[src/rtl/rtsel_pkg.sv]
package rtsel_pkg;
  // Capture path encoding driven on path_sel
  typedef enum logic {
    PATH_RISE = 1'b0,
    PATH_FALL = 1'b1
  } path_e;

  // Summary of one scan over the thermometer word
  typedef struct packed {
    logic found;   // some stage differs from stage 0
    logic rising;  // stage 0 is low, so the step goes 0 -> 1
  } scan_t;
endpackage

[src/rtl/rtsel_rst_sync.sv]
module rtsel_rst_sync #(
  parameter int STAGES = 2
) (
  input  logic clk,
  input  logic arst_n,
  output logic srst_n
);
  logic [STAGES-1:0] chain_q;
  logic [STAGES-1:0] chain_d;

  always_comb begin
    chain_d = {chain_q[STAGES-2:0], 1'b1};
  end

  always_ff @(posedge clk or negedge arst_n) begin
    if (!arst_n) chain_q <= '0;
    else         chain_q <= chain_d;
  end

  assign srst_n = chain_q[STAGES-1];
endmodule

[src/rtl/rtsel_dual_sampler.sv]
module rtsel_dual_sampler (
  input  logic clk,
  input  logic rst_n,
  input  logic d_in,
  output logic q_rise,
  output logic q_fall
);
  logic rise_d;
  logic fall_d;

  always_comb begin
    rise_d = d_in;
    fall_d = d_in;
  end

  // Capture on the rising edge of the variable clock
  always_ff @(posedge clk or negedge rst_n) begin
    if (!rst_n) q_rise <= 1'b0;
    else        q_rise <= rise_d;
  end

  // Capture on the falling edge (inverted clock) of the variable clock
  always_ff @(negedge clk or negedge rst_n) begin
    if (!rst_n) q_fall <= 1'b0;
    else        q_fall <= fall_d;
  end
endmodule

[src/rtl/rtsel_edge_scan.sv]
module rtsel_edge_scan
  import rtsel_pkg::*;
#(
  parameter int STAGES = 128,
  localparam int POS_W = $clog2(STAGES)
) (
  input  logic [STAGES-1:0] code,
  output scan_t             info,
  output logic [POS_W-1:0]  pos
);
  logic [STAGES-1:0] differs;

  // One difference flag per stage against the reference stage 0
  genvar g;
  generate
    for (g = 0; g < STAGES; g++) begin : g_diff
      if (g == 0) begin : g_ref
        assign differs[g] = 1'b0;
      end else begin : g_cmp
        assign differs[g] = code[g] ^ code[0];
      end
    end
  endgenerate

  // Priority scan: the lowest differing stage wins
  always_comb begin
    info.found  = 1'b0;
    info.rising = ~code[0];
    pos         = '0;
    for (int i = STAGES - 1; i >= 1; i--) begin
      if (differs[i]) begin
        info.found = 1'b1;
        pos        = POS_W'(i);
      end
    end
  end
endmodule

[src/rtl/rtsel_path_decide.sv]
module rtsel_path_decide
  import rtsel_pkg::*;
#(
  parameter int POS_W = 7,
  parameter int PER_W = 8,
  localparam int CMP_W = (POS_W > PER_W) ? POS_W : PER_W
) (
  input  logic             clk,
  input  logic             rst_n,
  input  logic             update,
  input  scan_t            info,
  input  logic [POS_W-1:0] pos,
  input  logic [PER_W-1:0] period_len,
  output logic             pick_fall,
  output path_e            sel
);
  logic [CMP_W-1:0] pos_ext;
  logic [CMP_W-1:0] quarter;
  path_e            sel_d;

  always_comb begin
    pos_ext   = CMP_W'(pos);
    quarter   = CMP_W'(period_len >> 2);
    // A rising step early in the period means the reference is near the rising edge
    pick_fall = info.found & info.rising & (pos_ext < quarter);
    sel_d     = sel;
    if (update && info.found) begin
      sel_d = pick_fall ? PATH_FALL : PATH_RISE;
    end
  end

  always_ff @(posedge clk or negedge rst_n) begin
    if (!rst_n) sel <= PATH_RISE;
    else        sel <= sel_d;
  end
endmodule

[src/rtl/rtsel_retimer.sv]
module rtsel_retimer
  import rtsel_pkg::*;
#(
  parameter int STAGES = 128,
  parameter int PER_W  = 8,
  localparam int POS_W = $clog2(STAGES)
) (
  input  logic              clk_v,
  input  logic              rst_n,
  input  logic              ref_in,
  input  logic [STAGES-1:0] tdc_code,
  input  logic [PER_W-1:0]  period_len,
  output logic              ref_retimed,
  output logic              ref_tick,
  output logic              path_sel
);
  logic             srst_n;
  logic             samp_a;
  logic             samp_b;
  logic             mux_out;
  logic             rt_q;
  logic             rt_d;
  logic             tick_q;
  logic             tick_d;
  logic             scan_found;
  logic             pick_b;
  scan_t            scan_info;
  logic [POS_W-1:0] scan_pos;
  path_e            sel;

  rtsel_rst_sync #(.STAGES(2)) u_rst (
    .clk    (clk_v),
    .arst_n (rst_n),
    .srst_n (srst_n)
  );

  rtsel_dual_sampler u_samp (
    .clk    (clk_v),
    .rst_n  (srst_n),
    .d_in   (ref_in),
    .q_rise (samp_a),
    .q_fall (samp_b)
  );

  rtsel_edge_scan #(.STAGES(STAGES)) u_scan (
    .code (tdc_code),
    .info (scan_info),
    .pos  (scan_pos)
  );

  assign scan_found = scan_info.found;

  // Retiming edge of the chosen capture
  always_comb begin
    mux_out = (sel == PATH_FALL) ? samp_b : samp_a;
    rt_d    = mux_out;
    tick_d  = mux_out & ~rt_q;
  end

  rtsel_path_decide #(.POS_W(POS_W), .PER_W(PER_W)) u_dec (
    .clk        (clk_v),
    .rst_n      (srst_n),
    .update     (tick_d),
    .info       (scan_info),
    .pos        (scan_pos),
    .period_len (period_len),
    .pick_fall  (pick_b),
    .sel        (sel)
  );

  always_ff @(posedge clk_v or negedge srst_n) begin
    if (!srst_n) begin
      rt_q   <= 1'b0;
      tick_q <= 1'b0;
    end else begin
      rt_q   <= rt_d;
      tick_q <= tick_d;
    end
  end

  assign ref_retimed = rt_q;
  assign ref_tick    = tick_q;
  assign path_sel    = sel;
endmodule

[config.mk]
export PLATFORM = sky130hd
export DESIGN_NAME = rtsel_retimer
export DESIGN_NICKNAME = d
export VERILOG_FILES = /design/src/rtl/rtsel_pkg.sv /design/src/rtl/rtsel_rst_sync.sv /design/src/rtl/rtsel_dual_sampler.sv /design/src/rtl/rtsel_edge_scan.sv /design/src/rtl/rtsel_path_decide.sv /design/src/rtl/rtsel_retimer.sv
export SDC_FILE = /design/constraint.sdc
export NUM_CORES = 1
export LEC_CHECK = 0
export BUFFER_PORTS_ARGS = -buffer_cell sky130_fd_sc_hd__buf_2
export CAP_MARGIN = 20
export CORE_MARGIN = 3
export CORE_UTILIZATION = 43
export DETAILED_ROUTE_END_ITERATION = 8
export GPL_TIMING_DRIVEN = 0
export MAX_ROUTING_LAYER = met4
export PLACE_DENSITY_LB_ADDON = 0.3
export SYNTH_ARGS = -nofsm -noshare
export SYNTH_HDL_FRONTEND = slang
export SYNTH_SLANG_ARGS = --single-unit
[constraint.sdc]
create_clock -name clk_v -period 0.8 [get_ports clk_v]
set_input_delay 0.24 -clock clk_v [delete_from_list [all_inputs] [get_ports clk_v]]
set_output_delay 0.24 -clock clk_v [all_outputs]
set_load 0.02 [all_outputs]
==> results.yml <==
detailed_routing:
  first_pass_iters: 6
  drc: 0
  antenna_left: 0
  viasPerCell: 6.43
  wl_met2_um: 7260
  routed_wl_um: 15500
  vias: 5767
  drt-initial-drc-count: 587
  met3_length_um: 1540
  wl_per_cell_um: 17.3
  m1WireLength_um: 6320
  top_layer_used: "met4"
final_layout:
  fin_cells: 897
  most-common-layout-cells: "131 x buf_2, 70 x nor2_1, 60 x nand3_1"
  fin_area_um2: 4870
  nNetsFinal: 936
  layout_commonest_cell: "buf_2"
  final_util_pct: 58.1
  final_layout_size_suffix_gt1_share_pct: 24.4
  area.growth.synth_to_final_pct: 29.3
synthesis:
  synth-edff-count: 0
  syn_nets: 791
  synth-warning-count: 0
  ys_seq_area_share_pct: 4.65
  synthCells: 647
  netlist_area_um2: 3770
  ys_types: 69
  synthFlopType: "dfrtp_1"
  ys_async_sr_fraction_pct: 100
  synth_compound_area_share_pct: 38.1
  synth_xor_area_share_pct: 0
  syn_area_per_cell_um2: 5.82
  yosys.area_share.simple_pct: 47.9
  synth_top_family_by_area: "simple AND/OR/NAND/NOR gates"
  synthMuxAreaShare_pct: 0.266
  synthAdderAreaFrac_pct: 1.66
  ys_ff_latch: 7
clock_network:
  numCtsBuffers: 3
  cts_max_level: 1
  clk_latency_ps: 240
  clk_pin_slew_ps: 40
  clk_root_buffer_cell: "clkbuf_8"
  cts_tree: "yes"
  cts_sinks: 7
  clock_path_buffers: 2
floorplanning:
  die_h_um: 99.6
  io_pins: 142
  die_w_um: 99.6
  die-area_um2: 9920
  core_area_um2: 8380
  start_util_pct: 44.9
  rows: 33
global_route:
  grt_pass1_wl_um: 24100
  antenna_found_initial: 1
  gr-total-overflow: 0
  grt_max_degree: 11
  grt_pass1_vias: 5099
  grtUsageTotal_pct: 30.0
run:
  cap_violations: 0
placement:
  dp_hpwl_um: 12100
  portBuffers: 136
  dp_cells: 888
  dpl_cell_area_um2: 4590
  routabilityCongestion: 0.983
timing:
  fin_ws_ps: -2610
  finClkSkew_ps: 22.3
  finalMaxSlewViolations: 0
  post-route-period-util_pct: 426
  finalSetupViolations: 6
  holdWs_ps: 73.4
  rsz0062_at_grt: "true"
  hold_viol: 0
  finalSetupTns_ps: -4050
  finalCriticalPeriod_ps: 3410
  max_freq_mhz: 294
power_and_ir_drop:
  p_leak_nw: 1.95
  vdd.ir_drop.worst_v: 0.000687
  power_density_nw_per_um2: 673
run_status:
  violations: "negative setup slack"
  status: "complete, but fails checks"
worst_setup_path:
  critPathKind: "in -> reg"
  end_kind: "register"
  required_ps: 950
  path_max_fanout: 10
  arrival_ps: 3560
  worstSetupStartpointType: "input pin"
hold_path:
  hold_class: "reg -> async"
==> final timing paths <==
kind,start,endpoint,slack (ps),cells after the start
worst max-delay path,tdc_code[0],u_dec.sel,-2610,20
worst min register to register,u_rst.chain_q[1],ref_retimed,70,0
worst max register to register,u_samp.q_fall,u_dec.sel,-1000,5
worst min-delay path,u_rst.chain_q[1],ref_retimed,70,0
min in group clk_v,ref_in,u_samp.q_rise,150,1
max in group asynchronous,u_rst.chain_q[1],u_samp.q_fall,250,0
==> metrics by stage <==
stage,power [mW],setup WS [ps]
6_report,3.28,-2610
4_1_cts,3.15,-2540
3_3_place_gp,2.51,-3030
2_1_floorplan,1.56,-2190
3_5_place_dp,2.56,-3080
5_1_grt,3.52,-2800
==> critical path, stage by stage <==
cell,delay [ps]
buf_6,120
buf_6,130
buf_8,150
buf_12,160
buf_8,150
nor3_1,240
nor3_1,110
nor3_2,180
o31ai_2,100
a31oi_1,220
o311ai_2,180
a2111oi_4,430
ha_1,290
o21a_1,170
o21a_1,170
o21ai_2,140
a21oi_2,40
o21ai_1,150
a22oi_1,80
o21ai_1,90
==> power by group <==
group	internal (mW)	switching, mW	total (mW)
registers	0.420	0.0487	0.468
logic	0.953	1.37	2.32
clock network	0.344	0.145	0.489
total	1.72	1.56	3.28
==> kinds of logic (layout without fill, tap and decap cells) <==
| family | after synthesis | after routing |
|---|---|---|
| other | 1 | 2 |
| multiplexers | 1 | 1 |
| flip-flops | 7 | 7 |
| AND/OR/NAND/NOR | 358 | 358 |
| adder cells (fa/ha/maj) | 5 | 5 |
| buffers and inverters | 55 | 199 |
| AO/OA/AOI/OAI | 220 | 220 |
==> area by class of cell <==
| type | count | area [um^2] |
|---|---|---|
| Tap cell | 105 | 131 |
| Multi-Input combinational cell | 585 | 3440 |
| Buffer | 22 | 209 |
| Fill cell | 856 | 3510 |
| Inverter | 33 | 124 |
| Sequential cell | 7 | 175 |
| Timing Repair Buffer | 140 | 741 |
| Antenna cell | 1 | 2.50 |
| Clock buffer | 4 | 45.0 |
==> sequential cells by signal, indices dropped and copies added (netlist names) <==
| signal | count |
|---|---|
| u_dec.sel | 1 |
| u_samp.q_fall | 1 |
| ref_tick | 1 |
| u_rst.chain_q | 2 |
| u_samp.q_rise | 1 |
| ref_retimed | 1 |
==> cell usage after synthesis, drive strengths merged (2+ instances only) <==
cell type	instances	area share, %
buf	18	3.7
o31ai	4	0.80
and3	12	2.0
a211oi	8	1.6
a2111oi	3	1.0
nor3	51	6.8
o21bai	2	0.40
or2	6	1.0
nand2	57	5.7
a31oi	18	3.0
a41oi	3	0.70
and2	3	0.50
a2bb2oi	5	1.2
or4	9	1.8
o221ai	4	0.93
o21ai	52	6.9
o211ai	3	0.60
nand3	60	8.0
or3	18	3.0
dfrtp	6	4.0
nand4	11	1.8
o21a	4	0.80
nor2	70	7.0
nor4	9	1.5
a21o	7	1.4
clkbuf	4	0.40
nand3b	2	0.40
a221oi	3	0.70
o311ai	6	1.4
o22ai	17	3.0
a31o	2	0.47
nor2b	21	3.5
a21oi	53	7.1
inv	33	3.3
a311oi	5	1.2
ha	5	1.7
a21boi	3	0.60
a22oi	4	0.80
nor3b	2	0.40
nand2b	25	4.2
==> what timing repair did <==
action | 4_1_cts | 5_1_grt
hold buffers | 1 | 0
pin swaps | 14 | 12
resized for setup | 20 | 28
setup buffers | 2 | 1
setup endpoints to repair | 6 | 6
hold endpoints to repair | 2 | 0
==> layer usage <==
| metal | GRT usage [%] | vias up |
|---|---|---|
| li1 | - | 2765 |
| met1 | 39.2 | 2621 |
| met2 | 50.4 | 350 |
| met3 | 1.54 | 31 |
| met4 | 7.88 | 0 |
| met5 | - | - |
Note: power is estimated with default switching activity, not from simulation.
